==> src/rtl/dpm_pkg.sv <==
// Package: shared types for the dual-port memory controller.
// Assumes: nothing; only types and a helper function.
package dpm_pkg;

    // Kind of array cycle currently in progress
    typedef enum logic [1:0] {
        CYC_HOST_WR = 2'd0,
        CYC_HOST_RD = 2'd1,
        CYC_NET_WR  = 2'd2
    } cyc_kind_t;

    // Largest of three cycle lengths, used to size the cycle counter
    function automatic int max3(input int a, input int b, input int c);
        int m;
        m = (a > b) ? a : b;
        return (m > c) ? m : c;
    endfunction

endpackage

==> src/rtl/dpm_host_port.sv <==
// Module: host side of the controller.
// Accepts one host access at a time. A write is posted into a one-entry
// buffer and acknowledged in the next clock. A read is held until its array
// cycle produces data. A new access is refused while an earlier write is
// still in the buffer, or while a read is open, or during an acknowledge clock.
// Assumes: the host holds req and its fields stable until host_ack and drops
// req during the acknowledge clock.
module dpm_host_port #(
    parameter int AW = 8,
    parameter int DW = 16
) (
    input  logic          clk,
    input  logic          rst_n,
    input  logic          host_req,
    input  logic          host_we,
    input  logic [AW-1:0] host_addr,
    input  logic [DW-1:0] host_wdata,
    input  logic          grant_host,
    input  logic          hwr_done,
    input  logic          hrd_last,
    output logic          host_accept,
    output logic          host_wait,
    output logic          host_is_wr,
    output logic [AW-1:0] hold_addr,
    output logic [DW-1:0] hold_data,
    output logic          host_ack
);

    logic buf_valid;
    logic rd_open;
    logic host_ack_q;

    assign host_accept = host_req && !buf_valid && !rd_open && !host_ack_q;
    assign host_ack    = host_ack_q;

    // Capture an accepted access and keep its address and data
    always_ff @(posedge clk) begin
        if (!rst_n) begin
            hold_addr  <= '0;
            hold_data  <= '0;
            host_is_wr <= 1'b0;
        end else if (host_accept) begin
            hold_addr  <= host_addr;
            hold_data  <= host_wdata;
            host_is_wr <= host_we;
        end
    end

    // Track the buffered write, the open read and the wait for a grant
    always_ff @(posedge clk) begin
        if (!rst_n) begin
            buf_valid <= 1'b0;
            rd_open   <= 1'b0;
            host_wait <= 1'b0;
        end else begin
            if (host_accept) begin
                host_wait <= 1'b1;
                buf_valid <= host_we;
                rd_open   <= !host_we;
            end else begin
                if (grant_host) host_wait <= 1'b0;
                if (hwr_done)   buf_valid <= 1'b0;
                if (hrd_last)   rd_open   <= 1'b0;
            end
        end
    end

    // Acknowledge: at once for a posted write, at data time for a read
    always_ff @(posedge clk) begin
        if (!rst_n) host_ack_q <= 1'b0;
        else        host_ack_q <= (host_accept && host_we) || hrd_last;
    end


    host_ack_pulse_chk: assert property (@(posedge clk) disable iff (!rst_n)
        host_ack_q |=> !host_ack_q);


    post_buf_hold_chk: assert property (@(posedge clk) disable iff (!rst_n)
        (buf_valid && !hwr_done) |=> (buf_valid && $stable(hold_addr) && $stable(hold_data)));

endmodule

==> src/rtl/dpm_arbiter.sv <==
// Module: arbitration and cycle timing for the shared array.
// Serves requests in arrival order. A tie goes to the network. Each granted
// access runs for its fixed number of clocks without preemption. Writes
// land in the array at the last edge of their cycle. A read fetches its data
// at the edge that starts the last clock of its cycle. A new grant may
// start at the same edge at which the previous cycle ends.
// Assumes: every cycle length is at least 2; the network holds its request
// and fields until net_ack.
module dpm_arbiter
    import dpm_pkg::*;
#(
    parameter int AW       = 8,
    parameter int DW       = 16,
    parameter int HWR_CLKS = 8,
    parameter int HRD_CLKS = 4,
    parameter int NWR_CLKS = 4
) (
    input  logic          clk,
    input  logic          rst_n,
    input  logic          host_accept,
    input  logic          host_wait,
    input  logic          host_is_wr,
    input  logic [AW-1:0] hold_addr,
    input  logic [DW-1:0] hold_data,
    input  logic          net_req,
    input  logic [AW-1:0] net_addr,
    input  logic [DW-1:0] net_wdata,
    output logic          net_ack,
    output logic          grant_host,
    output logic          hwr_done,
    output logic          hrd_last,
    output logic          mem_we,
    output logic          mem_re,
    output logic [AW-1:0] mem_addr,
    output logic [DW-1:0] mem_wdata
);

    localparam int MAXC = max3(HWR_CLKS, HRD_CLKS, NWR_CLKS);
    localparam int CW   = (MAXC > 2) ? $clog2(MAXC) : 1;
    localparam logic [CW-1:0] HWR_LAST = CW'(HWR_CLKS - 1);
    localparam logic [CW-1:0] HRD_LAST = CW'(HRD_CLKS - 1);
    localparam logic [CW-1:0] NWR_LAST = CW'(NWR_CLKS - 1);

    logic          busy;
    logic [CW-1:0] cnt;
    cyc_kind_t     kind;
    logic [AW-1:0] cyc_addr;
    logic [DW-1:0] cyc_data;
    logic          net_pend;
    logic          host_older;
    logic          net_ack_q;

    logic ending, free, net_new, pick_net, pick_host;

    assign ending    = busy && (cnt == '0);
    assign free      = !busy || ending;
    assign net_new   = net_req && !net_pend && !net_ack_q;
    assign pick_net  = free && net_pend && (!host_wait || !host_older);
    assign pick_host = free && host_wait && !pick_net;

    assign grant_host = pick_host;
    assign net_ack    = net_ack_q;
    assign hwr_done   = ending && (kind == CYC_HOST_WR);
    assign hrd_last   = busy && (cnt == CW'(1)) && (kind == CYC_HOST_RD);
    assign mem_we     = ending && (kind != CYC_HOST_RD);
    assign mem_re     = hrd_last;
    assign mem_addr   = cyc_addr;
    assign mem_wdata  = cyc_data;

    // Start, count down and end array cycles
    always_ff @(posedge clk) begin
        if (!rst_n) begin
            busy     <= 1'b0;
            cnt      <= '0;
            kind     <= CYC_NET_WR;
            cyc_addr <= '0;
            cyc_data <= '0;
        end else if (pick_net) begin
            busy     <= 1'b1;
            cnt      <= NWR_LAST;
            kind     <= CYC_NET_WR;
            cyc_addr <= net_addr;
            cyc_data <= net_wdata;
        end else if (pick_host) begin
            busy     <= 1'b1;
            cnt      <= host_is_wr ? HWR_LAST : HRD_LAST;
            kind     <= host_is_wr ? CYC_HOST_WR : CYC_HOST_RD;
            cyc_addr <= hold_addr;
            cyc_data <= hold_data;
        end else if (ending) begin
            busy <= 1'b0;
        end else if (busy) begin
            cnt <= cnt - 1'b1;
        end
    end

    // Register network requests and the arrival order of the two ports
    always_ff @(posedge clk) begin
        if (!rst_n) begin
            net_pend   <= 1'b0;
            host_older <= 1'b0;
            net_ack_q  <= 1'b0;
        end else begin
            net_ack_q <= pick_net;
            if (pick_net)     net_pend <= 1'b0;
            else if (net_new) net_pend <= 1'b1;
            if (host_accept)                host_older <= !(net_pend || net_new);
            else if (net_new && host_wait)  host_older <= 1'b1;
        end
    end


    net_ack_pulse_chk: assert property (@(posedge clk) disable iff (!rst_n)
        net_ack_q |=> !net_ack_q);


    no_preempt_chk: assert property (@(posedge clk) disable iff (!rst_n)
        (busy && (cnt != '0)) |=> (busy && (cnt == CW'($past(cnt) - 1'b1))));

endmodule

==> src/rtl/dpm_mem.sv <==
// Module: synchronous single-port storage array.
// Writes on an enabled edge; a read enable loads the output register.
// Assumes: write and read enables are never high together.
module dpm_mem #(
    parameter int AW = 8,
    parameter int DW = 16
) (
    input  logic          clk,
    input  logic          rst_n,
    input  logic          we,
    input  logic          re,
    input  logic [AW-1:0] addr,
    input  logic [DW-1:0] wdata,
    output logic [DW-1:0] rdata
);

    localparam int DEPTH = 1 << AW;

    logic [DW-1:0] arr [DEPTH];

    // Store write data
    always_ff @(posedge clk) begin
        if (we) arr[addr] <= wdata;
    end

    // Load the read register
    always_ff @(posedge clk) begin
        if (!rst_n)  rdata <= '0;
        else if (re) rdata <= arr[addr];
    end


    one_access_chk: assert property (@(posedge clk) disable iff (!rst_n)
        !(we && re));

endmodule

==> src/rtl/dpm_ctrl.sv <==
// Module: top of the arbitrated dual-port memory controller.
// Connects the host side, the arbiter with its cycle timer, and the array.
// Assumes: both requesters hold their requests and fields until acknowledged.
module dpm_ctrl #(
    parameter int AW       = 8,
    parameter int DW       = 16,
    parameter int HWR_CLKS = 8,
    parameter int HRD_CLKS = 4,
    parameter int NWR_CLKS = 4
) (
    input  logic          clk,
    input  logic          rst_n,
    input  logic          host_req,
    input  logic          host_we,
    input  logic [AW-1:0] host_addr,
    input  logic [DW-1:0] host_wdata,
    output logic          host_ack,
    output logic [DW-1:0] host_rdata,
    input  logic          net_req,
    input  logic [AW-1:0] net_addr,
    input  logic [DW-1:0] net_wdata,
    output logic          net_ack
);

    logic          host_accept, host_wait, host_is_wr;
    logic [AW-1:0] hold_addr;
    logic [DW-1:0] hold_data;
    logic          grant_host, hwr_done, hrd_last;
    logic          mem_we, mem_re;
    logic [AW-1:0] mem_addr;
    logic [DW-1:0] mem_wdata;

    dpm_host_port #(.AW(AW), .DW(DW)) u_host (
        .clk(clk), .rst_n(rst_n),
        .host_req(host_req), .host_we(host_we),
        .host_addr(host_addr), .host_wdata(host_wdata),
        .grant_host(grant_host), .hwr_done(hwr_done), .hrd_last(hrd_last),
        .host_accept(host_accept), .host_wait(host_wait), .host_is_wr(host_is_wr),
        .hold_addr(hold_addr), .hold_data(hold_data), .host_ack(host_ack)
    );

    dpm_arbiter #(
        .AW(AW), .DW(DW),
        .HWR_CLKS(HWR_CLKS), .HRD_CLKS(HRD_CLKS), .NWR_CLKS(NWR_CLKS)
    ) u_arb (
        .clk(clk), .rst_n(rst_n),
        .host_accept(host_accept), .host_wait(host_wait), .host_is_wr(host_is_wr),
        .hold_addr(hold_addr), .hold_data(hold_data),
        .net_req(net_req), .net_addr(net_addr), .net_wdata(net_wdata),
        .net_ack(net_ack), .grant_host(grant_host),
        .hwr_done(hwr_done), .hrd_last(hrd_last),
        .mem_we(mem_we), .mem_re(mem_re), .mem_addr(mem_addr), .mem_wdata(mem_wdata)
    );

    dpm_mem #(.AW(AW), .DW(DW)) u_mem (
        .clk(clk), .rst_n(rst_n),
        .we(mem_we), .re(mem_re), .addr(mem_addr), .wdata(mem_wdata),
        .rdata(host_rdata)
    );

endmodule

==> config.mk <==
export PLATFORM = sky130hd
export DESIGN_NAME = dpm_ctrl
export DESIGN_NICKNAME = d
export VERILOG_FILES = /design/src/rtl/dpm_pkg.sv /design/src/rtl/dpm_host_port.sv /design/src/rtl/dpm_arbiter.sv /design/src/rtl/dpm_mem.sv /design/src/rtl/dpm_ctrl.sv
export SDC_FILE = /design/constraint.sdc
export NUM_CORES = 2
export LEC_CHECK = 0
export BUFFER_PORTS_ARGS = -buffer_cell sky130_fd_sc_hd__buf_2
export CAP_MARGIN = 40
export CORE_MARGIN = 2
export CORE_UTILIZATION = 59
export CTS_BUF_LIST = sky130_fd_sc_hd__clkbuf_8 sky130_fd_sc_hd__clkbuf_16
export DETAILED_ROUTE_END_ITERATION = 12
export PLACE_DENSITY = 0.75
export SKIP_LAST_GASP = 1
export SYNTH_ARGS = -nofsm -noshare
export SYNTH_HDL_FRONTEND = slang
export SYNTH_SLANG_ARGS = --single-unit
==> constraint.sdc <==
create_clock -name clk -period 13.8 [get_ports clk]
set_clock_uncertainty 0.2 [all_clocks]
set_input_delay 1.38 -clock clk [delete_from_list [all_inputs] [get_ports clk]]
set_output_delay 1.38 -clock clk [all_outputs]
set_load 0.02 [all_outputs]
==> metrics.csv <==
stage,metric,value,unit
outcome,status,finished clean,
routing,DRT Pass-1 Iters,10,
routing,drt wl/cell,36.9,um
sta,final setup TNS,0,ns
clocking,post-CTS setup buffers,0,
placement,gpl congestion,0.879,
power,Power Total,0.0267,W
sta,fin crit share,0.419,
floorplan,row count,191,
critical_path,CP Capture Type,register,
sta,RSZ-0062 raised after global routing,no,
floorplan,core region area,271000,um^2
clocking,CTS Hold Bufs,0,
clocking,cts bufs inserted,400,
critical_path,Crit path top cell by count,buf_4,
placement,Post-DP HPWL,252,mm
yosys,Synth warnings,0,
global_route,largest net degree at the start of global routing,165,
run,max_cap viols,0,
clocking,"Clk Latency, worst-skew pair",0.94,ns
hold_path,HP Class,reg2reg,
critical_path,Setup crit start kind,register,
yosys,"Primary FF master, synth",edfxtp_1,
global_route,first-pass GRT wire length,609,mm
sta,crit path time final,5.79,ns
global_route,total global-route track usage,0.312,
routing,# DRC,0,
clocking,clock tree buffer depth,4,
clocking,CTS tree,done,
final_layout,area delta synth->final,12.2,%
yosys,Netlist cell types,69,
global_route,initial antenna violation count,25,
power,worst vdd ir,0.000112,V
power,LEAKAGE,54.1,nW
sta,Max Fclk,173,MHz
clocking,# resized after CTS,0,
final_layout,fillers,16200,
yosys,post-synthesis register bit count,4174,
global_route,GRT busiest layer,met2,
critical_path,reg2reg end,u_mem.rdata[1]$_SDFFE_PN0P_,
sta,# setup viols final,0,
critical_path,CP max-delay cell,buf_4,
critical_path,worst reg2reg path startpoint,u_arb.mem_addr[3]$_SDFFE_PN0P_,
global_route,total gr overflow,0,
yosys,Post-synth EDFFs,4096,
yosys,Yosys top cell area share,0.766,
floorplan,IO Pins,71,
critical_path,crit-path cells,"buf_4, buf_12, buf_4, buf_4, mux4_2, o21ai_0, o211ai_1, a221oi_1, a31oi_1",
sta,max-slew violations,0,
critical_path,"slowest stage delay, CP",0.77,ns
yosys,Synth area leaders,"edfxtp_1, mux4_2, mux2i_1",
critical_path,FF-to-FF path depth,9,
floorplan,full die area,276000,um^2
clocking,# H-tree levels,5,
critical_path,Crit Path Category,reg2reg,
yosys,syn nets,7381,
clocking,CTS Sinks,4174,
critical_path,CP Max Fanout,100,
power,Pwr per Cell Area,148,nW/um^2
routing,vias per cell,7.04,
hold_path,min-delay src,u_host.hold_data[4]$_SDFFE_PN0P_,
yosys,sequential-to-total area share from yosys stat,0.775,
yosys,Syn Inst Count,7325,
sta,Fin. Hold Viols,0,
critical_path,arrival time at the worst endpoint,6.37,ns
global_route,met3 global-route usage,0.0932,
critical_path,CP required,14.39,ns
final_layout,layout cells sized above 1,0.269,
yosys,post-synthesis async set-or-reset flop share,0,
critical_path,r2r setup slk,8.01,ns
global_route,met1 Resource Use GR,0.425,
yosys,cell area after synthesis,161000,um^2
yosys,syn avg cell area,21.9,um^2
clocking,Root Driver,clkbuf_16,
routing,drt first-iter violations,14300,
critical_path,CP endpoint,u_mem.rdata[1]$_SDFFE_PN0P_,
floorplan,Starting Density,0.593,
floorplan,Die Width,526,um
sta,worst slew pin tran,1.16,ns
yosys,post-synth top area cell,edfxtp_1,
routing,DRT Wirelength,433,mm
critical_path,CP startpoint,u_arb.mem_addr[3]$_SDFFE_PN0P_,
routing,antenna-violating nets left,0,
routing,Via Count,82600,
floorplan,Die Y,526,um
clocking,Clock transition at path regs,0.06,ns
global_route,vias in the first global route,81000,
placement,Buffers on Ports,70,
sta,Rel. slew slack,0.221,
global_route,GRT met2 Usage,0.469,
final_layout,Layout Nets,7891,
## power by group
part | switching (W) | total (W) | leakage [nW] | internal, W
registers | 0.000105 | 0.0142 | 36.5 | 0.0141
logic | 0.00130 | 0.00202 | 11.1 | 0.000717
clock network | 0.00459 | 0.0105 | 6.51 | 0.00591
## cells by family after synthesis
kind of cell / count (synthesis) / share of synthesized area
DFF: 4174 / 0.775
AOI/OAI and AO/OA: 572 / 0.0254
adders and majority gates: 3 / 0.000234
muxes: 1398 / 0.164
and+or+nand+nor: 734 / 0.0205
buffers and inverters: 444 / 0.0147
## flip-flops by register name, summed over array words and instances (netlist names)
| name | count |
|---|---|
| u_host.host_wait | 1 |
| u_arb.kind | 2 |
| u_arb.cnt | 3 |
| u_host.rd_open | 1 |
| u_arb.net_pend | 1 |
| u_arb.mem_wdata | 16 |
| u_arb.net_ack | 1 |
| u_arb.host_older | 1 |
| u_host.buf_valid | 1 |
| u_arb.busy | 1 |
| u_arb.mem_addr | 8 |
| u_mem.rdata | 16 |
| u_host.hold_data | 16 |
| u_mem.arr | 4096 |
| u_host.host_ack | 1 |
| u_host.host_is_wr | 1 |
| u_host.hold_addr | 8 |
## per-stage QoR
| stage | setup slack (ns) | utilization | cells | hold slack, ns | cell area, um^2 |
|---|---|---|---|---|---|
| after floorplan | 9.35 | - | 7325 | 0.243 | 161000 |
| after global placement | 7.48 | 0.615 | 10900 | 0.250 | 166000 |
| after detailed placement | 8.06 | 0.619 | 11000 | 0.262 | 168000 |
| after CTS | 8.08 | 0.665 | 11700 | 0.270 | 180000 |
| after global routing | 7.76 | 0.666 | 11700 | 0.292 | 180000 |
| final | 8.01 | 0.666 | 11700 | 0.269 | 180000 |
## worst max-delay path, delay by kind of cell (launching register included)
kind / cells / cell delay [ns]
multiplexers: 1 / 0.40
AO/OA/AOI/OAI: 4 / 1.34
flip-flops: 1 / 0.68
buffers and inverters: 4 / 2.69
## worst min path at each step
stage,to,slack (ns),depth (start not counted)
finish,u_host.hold_data[4]$_SDFFE_PN0P_,0.27,2
global route,u_host.hold_data[8]$_SDFFE_PN0P_,0.29,2
CTS,u_host.hold_data[3]$_SDFFE_PN0P_,0.27,2
detailed placement,u_host.hold_data[3]$_SDFFE_PN0P_,0.26,2
global placement,u_host.hold_data[1]$_SDFFE_PN0P_,0.25,2
floorplan,u_host.hold_addr[7]$_SDFFE_PN0P_,0.24,2
## layout make-up
| type | instances | area (um^2) | share of cell area |
|---|---|---|---|
| flip-flops and latches | 4174 | 125000 | 0.691 |
| multi-input cells | 2707 | 33900 | 0.188 |
| clock buffers | 423 | 10500 | 0.0580 |
| repair buffers | 545 | 4710 | 0.0261 |
| well taps | 3570 | 4470 | 0.0248 |
| clock inverters | 292 | 2000 | 0.0111 |
| diodes | 19 | 47.5 | 0.000264 |
| inverters | 7 | 28.8 | 0.000160 |
## cell usage in the layout (no fill, tap or decap), types with 66 or more instances in the layout
master	instances
nand2_1	170
o22ai_1	69
buf_2	79
edfxtp_1	4096
mux2i_1	375
a22oi_1	146
buf_4	404
clkinv_2	68
clkbuf_16	412
mux4_2	978
inv_1	101
nor2_1	292
nand3_1	66
clkinv_1	84
## routing by layer
metal	wire, um	vias up
li1	-	31900
met1	150000	42900
met2	200000	6573
met3	59300	1188
met4	23700	28
met5	187	-
## Yosys cell counts, types with 28 or more instances
master / number
edfxtp_1: 4096
mux4_2: 978
mux2i_1: 375
nor2_1: 316
nand2_1: 187
buf_2: 173
a22oi_1: 146
clkbuf_1: 135
dfxtp_1: 78
buf_4: 73
o22ai_1: 69
nand3_1: 66
a21oi_1: 65
o21ai_0: 55
nor2b_1: 52
mux2_2: 45
a221oi_1: 31
buf_1: 31
a21boi_0: 28
a22o_1: 28
Note: power is estimated with default switching activity, not from simulation.
